File: src/rtl/adcser_pkg.sv
`timescale 1ns/1ps
package adcser_pkg;

  typedef enum logic [1:0] {
    W_BASE     = 2'd0,
    W_MID      = 2'd1,
    W_WIDE     = 2'd2,
    W_WIDE_ALT = 2'd3
  } width_e;

  typedef struct packed {
    logic   two_lane;
    width_e width;
  } mode_t;

  function automatic int unsigned word_bits(width_e w, int unsigned data_w);
    case (w)
      W_BASE:  return data_w;
      W_MID:   return data_w + 2;
      default: return data_w + 4;
    endcase
  endfunction

  function automatic int unsigned lane_bits(mode_t m, int unsigned data_w);
    int unsigned wb;
    wb = word_bits(m.width, data_w);
    return m.two_lane ? (wb / 2) : wb;
  endfunction

  // odd per-lane counts need two samples to return to an even bit phase
  function automatic int unsigned frame_bits(mode_t m, int unsigned data_w);
    int unsigned lb;
    lb = lane_bits(m, data_w);
    return (lb % 2 == 1) ? (2 * lb) : lb;
  endfunction

endpackage

File: src/rtl/adcser_timer.sv
`timescale 1ns/1ps
module adcser_timer
  import adcser_pkg::*;
#(
  parameter int unsigned DATA_W = 12,
  parameter int unsigned CNT_W  = 6
) (
  input  logic             clk,
  input  logic             rst,
  input  mode_t            cfg_mode,
  output mode_t            mode_q,
  output logic [CNT_W-1:0] pos,
  output logic             load,
  output logic             frame,
  output logic             dclk
);

  logic [CNT_W-1:0] fcnt;
  logic [CNT_W-1:0] lb;
  logic [CNT_W-1:0] fl;
  logic             wrap;

  always_comb begin
    lb    = CNT_W'(lane_bits(mode_q, DATA_W));
    fl    = CNT_W'(frame_bits(mode_q, DATA_W));
    wrap  = (fcnt == fl - 1'b1);
    pos   = (fcnt >= lb) ? (fcnt - lb) : fcnt;
    load  = (pos == lb - 1'b1);
    frame = (fcnt < (fl >> 1));
    dclk  = fcnt[0];
  end

  always_ff @(posedge clk) begin
    if (rst) begin
      fcnt   <= '0;
      mode_q <= '{two_lane: 1'b0, width: W_BASE};
    end else if (wrap) begin
      fcnt   <= '0;
      mode_q <= cfg_mode;
    end else begin
      fcnt   <= fcnt + 1'b1;
    end
  end

  // mode register only moves at a frame wrap
  a_r10_mode_hold: assert property (@(posedge clk) disable iff (rst)
    !wrap |=> $stable(mode_q));

  // marker rises only at the start of a frame period
  a_r6_frame_rise: assert property (@(posedge clk) disable iff (rst)
    $rose(frame) |-> (fcnt == '0));

  // data clock changes every bit inside a frame period
  a_r7_dclk_toggle: assert property (@(posedge clk) disable iff (rst)
    (fcnt != '0) |-> (dclk != $past(dclk)));

  // a load cycle is always followed by the first bit of a sample
  a_r8_load_restart: assert property (@(posedge clk) disable iff (rst)
    load |=> (pos == '0));

endmodule

File: src/rtl/adcser_fmt.sv
`timescale 1ns/1ps
module adcser_fmt #(
  parameter int unsigned DATA_W = 12,
  localparam int unsigned WORD_W = DATA_W + 4
) (
  input  logic [DATA_W-1:0] raw,
  input  logic              ovr,
  input  logic              twos,
  output logic [WORD_W-1:0] word
);

  logic [DATA_W-1:0] coded;
  logic              pos_ovr;

  always_comb begin
    coded   = {raw[DATA_W-1] ^ twos, raw[DATA_W-2:0]};
    pos_ovr = ovr & raw[DATA_W-1];
    word    = {coded, pos_ovr, pos_ovr, 2'b00};
  end

endmodule

File: src/rtl/adcser_lanes.sv
`timescale 1ns/1ps
module adcser_lanes #(
  parameter int unsigned WORD_W = 16,
  parameter int unsigned CNT_W  = 6,
  parameter int unsigned LANES  = 2
) (
  input  logic [WORD_W-1:0] word,
  input  logic [CNT_W-1:0]  pos,
  input  logic              two_lane,
  output logic [LANES-1:0]  lane_o
);

  for (genvar g = 0; g < LANES; g++) begin : g_lane
    logic [CNT_W:0]    idx;
    logic [WORD_W-1:0] shifted;
    always_comb begin
      idx     = two_lane ? ({pos, 1'b0} + (CNT_W+1)'(g)) : {1'b0, pos};
      shifted = word << idx;
      lane_o[g] = (g == 0 || two_lane) ? shifted[WORD_W-1] : 1'b0;
    end
  end

endmodule

File: src/rtl/adc_sample_serializer.sv
`timescale 1ns/1ps
module adc_sample_serializer
  import adcser_pkg::*;
#(
  parameter int unsigned DATA_W = 12
) (
  input  logic              clk,
  input  logic              rst,
  input  logic              cfg_two_lane,
  input  logic [1:0]        cfg_width,
  input  logic              cfg_twos,
  input  logic              s_valid,
  output logic              s_ready,
  input  logic [DATA_W-1:0] s_data,
  input  logic              s_ovr,
  output logic [1:0]        ser_lane,
  output logic              ser_dclk,
  output logic              ser_frame
);

  localparam int unsigned WORD_W = DATA_W + 4;
  localparam int unsigned CNT_W  = $clog2(2 * WORD_W + 1);
  localparam int unsigned LANES  = 2;

  mode_t             cfg_mode;
  mode_t             mode_q;
  logic [CNT_W-1:0]  pos;
  logic              load;
  logic [WORD_W-1:0] fmt_word;
  logic [WORD_W-1:0] word_q;

  assign cfg_mode = '{two_lane: cfg_two_lane, width: width_e'(cfg_width)};

  adcser_timer #(.DATA_W(DATA_W), .CNT_W(CNT_W)) timer_i (
    .clk     (clk),
    .rst     (rst),
    .cfg_mode(cfg_mode),
    .mode_q  (mode_q),
    .pos     (pos),
    .load    (load),
    .frame   (ser_frame),
    .dclk    (ser_dclk)
  );

  adcser_fmt #(.DATA_W(DATA_W)) fmt_i (
    .raw (s_data),
    .ovr (s_ovr),
    .twos(cfg_twos),
    .word(fmt_word)
  );

  always_ff @(posedge clk) begin
    if (rst)                   word_q <= '0;
    else if (load && s_valid)  word_q <= fmt_word;
  end

  assign s_ready = load;

  adcser_lanes #(.WORD_W(WORD_W), .CNT_W(CNT_W), .LANES(LANES)) lanes_i (
    .word    (word_q),
    .pos     (pos),
    .two_lane(mode_q.two_lane),
    .lane_o  (ser_lane)
  );

  // held word only changes on a transfer
  a_r9_word_hold: assert property (@(posedge clk) disable iff (rst)
    !(load && s_valid) |=> $stable(word_q));

  // status bits follow positive overrange of the transferred sample
  a_r4_status_bits: assert property (@(posedge clk) disable iff (rst)
    (load && s_valid) |=> (word_q[3] == word_q[2]) &&
                          (word_q[3] == $past(s_ovr && s_data[DATA_W-1])));

  // second lane idle in one-lane mode
  a_r3_lane1_idle: assert property (@(posedge clk) disable iff (rst)
    !mode_q.two_lane |-> (ser_lane[1] == 1'b0));

endmodule

File: config.mk
export PLATFORM = sky130hd
export DESIGN_NAME = adc_sample_serializer
export DESIGN_NICKNAME = d
export VERILOG_FILES = /design/src/rtl/adcser_pkg.sv /design/src/rtl/adcser_timer.sv /design/src/rtl/adcser_fmt.sv /design/src/rtl/adcser_lanes.sv /design/src/rtl/adc_sample_serializer.sv
export SDC_FILE = /design/constraint.sdc
export NUM_CORES = 1
export LEC_CHECK = 0
export BUFFER_PORTS_ARGS = -buffer_cell sky130_fd_sc_hd__clkbuf_2
export CAP_MARGIN = 25
export CORE_ASPECT_RATIO = 1.75
export CORE_MARGIN = 10
export CORE_UTILIZATION = 40
export DETAILED_ROUTE_END_ITERATION = 16
export MAX_ROUTING_LAYER = met4
export PLACE_DENSITY_LB_ADDON = 0.12
export SLEW_MARGIN = 25
export SYNTH_ARGS = -nofsm -noshare
export SYNTH_HDL_FRONTEND = slang
export SYNTH_SLANG_ARGS = --single-unit
File: constraint.sdc
create_clock -name clk -period 3.8 [get_ports clk]
set_input_delay 0.57 -clock clk [delete_from_list [all_inputs] [get_ports clk]]
set_output_delay 0.57 -clock clk [all_outputs]
set_load 0.005 [all_outputs]
==> impl_metrics.tcl, run 1 <==
set metrics [dict create \
    status "finished, violations left" \
    violations "setup timing" \
    cap_viol_max_count 0 \
    critPathLaunch "timer_i.mode_q[2]" \
    period_share_pct 102 \
    viasPerCell 5.77 \
    die_w_um 73.7 \
    grt_pass1_wl_um 10600 \
    fmax_mhz 259 \
    p_int_uw 425 \
    dp_hpwl_um 5110 \
    hp-class "flop to flop" \
    p_seq_share_pct 41.2 \
    path_cells "o21ba_4 > buf_6 > nor2_4 > nor2_2 > ha_2 > a211oi_2 > o21ai_2 > nor2_4 > mux4_2 > buf_4 > mux4_2 > o21ai_0 > a21oi_1 > buf_2" \
    start_util_pct 41.0 \
    gr-usage-met3_pct 2.00 \
    use_met1_pct 14.3 \
    syn_to_final_growth_pct 26.6 \
    switching_power_uw 147 \
    crit_path_end_kind "output port" \
    synth_edf_count 0 \
    clockRootBuffer "clkbuf_8" \
    place_area_mm2 0.00231 \
    layout.nets 346 \
    whs_ns 0.478 \
    hold_viol_final 0 \
    die_h_um 114 \
    die_area_mm2 0.00841 \
    drt-total-wl_um 6470 \
    design_area_mm2 0.00256 \
    diodes 0 \
    worst_pin_slew_ns 0.845 \
    synth_area_leaders "dfxtp_1 22%, ha_1 7.4%, mux2i_1 5.9%, a21oi_1 5.7%, nor2_1 5.6%" \
    ys_types 53 \
    yosysTopAreaCell "dfxtp_1" \
    io_buffers 24 \
    cp_max_fo 5 \
    crit_path_start_kind "flop" \
    wl_per_cell_um 17.6 \
    finalSetupViolCount 2 \
    clock_power_share_pct 38.6 \
    syn_inst 271 \
    yosysSeqAreaShare_pct 21.8 \
    yosys_warnings 0 \
    ant_nets 0 \
    drt_iter0_drc 90 \
    drive_gt1_share_pct 30.4 \
    cts_buffers 3 \
    critPathKind "flop to output port" \
    cpLargestDelayFamily "multiplexers" \
    combPwrFrac_pct 20.3 \
    critPathBufInv 3 \
    preCtsSetupSlack_ns 0.0749 \
    max_stage_delay_ns 0.63 \
    worst_clock_skew_ns 0.0133 \
    core_area_mm2 0.00493 \
    worstPathRequired_ns 3.23 \
    cts_sinks 22 \
    fin_crit_ns 3.86 \
    ys.flop_type "dfxtp_1" \
    syn_nets 303 \
    first_pass_iters 4 \
    htree_num_levels 1 \
    fin_ws_ns -0.0571 \
    drc 0 \
    met2_usage_pct 30.1 \
    power.leakage_uw 0.00105 \
    slew_headroom_pct 43.2 \
    p_per_area_mw_per_mm2 224 \
    worst-endpoint-arrival_ns 3.29 \
    ir_drop_uv 271 \
    pin_count 25 \
    sw_frac_of_total_pct 25.7 \
    gr-usage-all-layers_pct 16.0 \
    power_uw 572 \
    async_flop_share_pct 0 \
    clk_latency_ns 0.27 \
    synth-seq-cells 22 \
    antenna_found_initial 0 \
    synth_top_area_share_pct 21.8 \
    slew_viol_final 0 \
    r2r_slack_ns 0.39 \
    r2r-start "timer_i.mode_q[2]" \
    cts_tree "done" \
    cts_max_path_buffers 2 \
    synth.cell_area_mm2 0.00202 \
    cp_slowest_cell "mux4_2" \
    grt_pass1_vias 2252 \
    hold_start "word_q[8]" \
    nFillCells 475 \
    grt-ovfl-total 0 \
    gp_congestion 0.956 \
    grt_max_degree 19 \
    num_vias 2118 \
    clk_pin_slew_worst_paths_ns 0.09 \
    fp-row-count 34 \
    avgSynthCellArea_um2 7.46 \
    busiest_layer "met2" \
    rsz0062_at_grt "yes" \
]
[layout by cell type (no fill, tap or decap), types with 2 or more instances in the layout]
master,n
a211oi_1,5
a211oi_2,2
a21o_1,2
a21oi_1,22
a22o_1,2
buf_4,31
clkbuf_2,23
clkbuf_8,3
dfxtp_1,19
dfxtp_2,2
ha_1,7
ha_2,2
ha_4,3
inv_1,15
mux2i_1,11
mux4_2,3
nand2_1,17
nand2b_1,2
nand3_1,18
nor2_1,27
nor2_2,2
nor2_4,2
nor3_1,6
nor4_1,2
o211ai_1,4
o21a_1,4
o21ai_0,21
o21ai_1,4
or2_2,3
xnor2_1,10
xor2_1,3
[Yosys cell counts, drive strengths merged, types with 3 or more instances]
master and number:
a211oi 8, a21oi 23, buf 5, clkbuf 13, dfxtp 22, ha 12, inv 16, mux2i 12
mux4 3, nand2 17, nand3 18, nor2 31, nor3 6, o211ai 4, o21a 4, o21ai 27
or2 4, xnor2 10, xor2 3
[final timing paths]
check             depth (start not counted)     endpoint
setup / recovery                         14  ser_lane[1]
hold / removal                            2    word_q[8]
setup reg to reg                         16   word_q[15]
hold reg to reg                           2    word_q[8]
[stage by stage]
step | TNS (ns) | instances | utilization [%]
3_3_place_gp | 0 | 355 | 46.9
2_1_floorplan | 0 | 271 | -
4_1_cts | -0.0266 | 365 | 50.8
6_report | -0.0863 | 367 | 51.9
3_5_place_dp | 0 | 355 | 46.9
5_1_grt | -0.464 | 367 | 51.9
[timing repair]
| item | CTS | global route |
|---|---|---|
| pin swaps | 10 | 9 |
| hold buffers | 0 | 0 |
| endpoints found under the setup margin | 3 | 3 |
| setup buffers | 6 | 2 |
| resized for setup | 17 | 11 |
| gates cloned | 0 | 0 |
[cell families (layout without fill, tap and decap cells)]
family	count (synthesis)	count (layout)	synth area share (%)
AOI/OAI and AO/OA	83	83	25.9
xor gates and xnor gates	14	14	6.75
DFF	22	22	21.8
buffers and inverters	36	78	7.73
muxes	15	15	9.28
and+or+nand+nor	88	88	20.5
adders and majority gates	13	13	7.98
[per-layer routing]
layer | vias up | part of all wire, %
met2 | 67 | 56
met1 | 977 | 35
li1 | 1052 | -
met4 | 0 | 6.0
met3 | 22 | 2.8
met5 | - | 0
[power groups by stage]
stage | clock, uW | sequential, uW | combinational [uW]
after global routing | 237 | 236 | 126
after CTS | 225 | 236 | 112
after global placement | 0 | 241 | 103
after detailed placement | 0 | 242 | 105
final | 221 | 236 | 116
after floorplan | 0 | 243 | 67.0
[worst reg2reg max path, delay by kind of cell (launching register included)]
family	cells	cell delay, ns
simple gates	4	0.81
mux	1	0.13
flops	1	0.38
fa+ha+maj	1	0.18
buf+inv	4	0.54
compound gates	6	1.28
[registers in the layout, summed over array words and instances (netlist names)]
name	count
word_q	13
timer_i.fcnt	6
timer_i.mode_q	3
[layout make-up]
type	instances	area [um2]	share of cell area [%]
Clock buffer	3	41.3	1.61
Tap cell	54	67.6	2.64
Multi-Input combinational cell	213	1540	60.0
Clock inverter	1	30.0	1.17
Inverter	18	73.8	2.88
Timing Repair Buffer	56	364	14.2
Sequential cell	22	447	17.4
No activity file was read; power rests on OpenSTA's default activity.
==> inputs of run 2 (changes only) <==
Settings changed: PLACE_DENSITY_LB_ADDON 0.12 to default.
==> run 2 against run 1 <==
The flow still finishes with violations (setup timing). Final cell count did not move. Wire length shrank 3.5%. Clock power hardly changed. Utilization increased by 0.35 points. Non-clock buffer count unchanged. Worst hold slack improved by 0.016 ns. Combinational power is essentially flat. Largest cell class unchanged.
==> impl_metrics.tcl, run 2 (synthesis gave the netlist of run 1 again) <==
set metrics [dict create \
    status "finished, violations left" \
    violations "setup timing" \
    largest-register "word_q" \
    die_w_um 73.7 \
    grt-ovfl-total 0 \
    cts_buffers 3 \
    start_util_pct 41.0 \
    fin_crit_ns 3.85 \
    ir_drop_uv 329 \
    dp_hpwl_um 4990 \
    power_uw 571 \
    gr-usage-all-layers_pct 15.5 \
    cp_max_fo 5 \
    first_pass_iters 5 \
    whs_ns 0.494 \
    grt_pass1_vias 2218 \
    wl_per_cell_um 17.0 \
    num_vias 2137 \
    die_area_mm2 0.00841 \
    drt-total-wl_um 6240 \
    core_area_mm2 0.00493 \
    critPathKind "flop to output port" \
    fmax_mhz 260 \
    final_common_cell "buf_4" \
    layout.nets 346 \
    syn_to_final_growth_pct 27.5 \
    viasPerCell 5.82 \
    clockRootBuffer "clkbuf_8" \
    drt_iter0_drc 93 \
    grt_pass1_wl_um 10300 \
    rsz0062_at_grt "yes" \
    period_share_pct 101 \
    antenna_found_initial 0 \
    io_buffers 24 \
    layout_common_cells "31 x buf_4, 27 x nor2_1, 22 x a21oi_1, 22 x clkbuf_2, 20 x o21ai_0" \
    cap_viol_max_count 0 \
    biggestRegsByFlops "word_q (13), timer_i.fcnt (6), timer_i.mode_q (3)" \
    die_h_um 114 \
    power.leakage_uw 0.00106 \
    slew_viol_final 0 \
    crit_path_start_kind "flop" \
    nFillCells 493 \
    fin_ws_ns -0.0482 \
    cts_tree "done" \
    clk_pin_slew_worst_paths_ns 0.09 \
    htree_num_levels 1 \
    hp-class "flop to flop" \
    ant_nets 0 \
    p_per_area_mw_per_mm2 222 \
    fp-row-count 34 \
    pin_count 25 \
    worst_clock_skew_ns 0.00523 \
    hold_viol_final 0 \
    drc 0 \
    finalSetupViolCount 2 \
    hold_buffers 0 \
    drive_gt1_share_pct 31.9 \
    worstPathRequired_ns 3.23 \
    grt_max_degree 19 \
    largest_reg_flops 13 \
    slew_headroom_pct 39.9 \
    worst_pin_slew_ns 0.894 \
    gp_congestion 0.957 \
    preCtsSetupSlack_ns 0.125 \
    setup_tns_ns -0.0633 \
    crit_path_end_kind "output port" \
    diodes 0 \
    cts_sinks 22 \
    clk_latency_ns 0.26 \
    worst-endpoint-arrival_ns 3.28 \
    cts_max_path_buffers 2 \
]
[run 2: worst max-delay path: stages, from the launching register on]
cell and delay [ns]:
dfxtp_4 0.39, and3b_1 0.21, ha_2 0.21, inv_2 0.05
ha_4 0.16, a211oi_4 0.25, o21ai_2 0.11, nor2_4 0.13
mux4_2 0.62, mux2i_2 0.21, mux2i_1 0.17, mux2i_1 0.13
a211oi_1 0.23, buf_2 0.15
[run 2: per-stage QoR]
step,std cells,instance area [um2],utilization [%]
floorplan,271,2040,-
CTS,364,2500,50.7
detailed placement,355,2310,46.9
finish,367,2580,52.2
global route,367,2580,52.2
global placement,355,2310,46.9
[run 2: where the power goes]
group	internal, uW	switching, uW	leakage [uW]
clock network	141	78.7	0.0000357
registers	233	3.55	0.000180
logic	53.2	62.3	0.000840
[run 2: repair_timing]
action | in CTS | in global routing
endpoints found under the setup margin | 3 | 3
buffers inserted | 5 | 3
hold endpoints to repair | 0 | 0
gates resized for setup | 20 | 17
pin swaps | 9 | 9
[run 2: path summary, 6_finish.rpt]
path / endpoint / cells past startpoint / slack (ns) / startpoint
max: ser_lane[0] / 13 / -0.05 / timer_i.mode_q[2]
min: word_q[8] / 2 / 0.49 / word_q[8]
max reg2reg: word_q[15] / 15 / 0.46 / timer_i.mode_q[1]
min reg2reg: word_q[8] / 2 / 0.49 / word_q[8]
[run 2: layout make-up]
class / instances / area (um2) / share of cell area, %
Clock buffer: 3 / 41.3 / 1.60
Clock inverter: 1 / 30.0 / 1.17
Inverter: 18 / 73.8 / 2.86
Multi-Input combinational cell: 213 / 1550 / 60.1
Sequential cell: 22 / 448 / 17.4
Tap cell: 54 / 67.6 / 2.62
Timing Repair Buffer: 56 / 368 / 14.3
[run 2: routing by layer]
layer	vias up	global-route usage, %	wire length (um)
li1	1057	-	-
met1	998	14.2	2280
met2	60	29.6	3510
met3	22	1.65	121
met4	0	7.62	327
met5	-	-	0
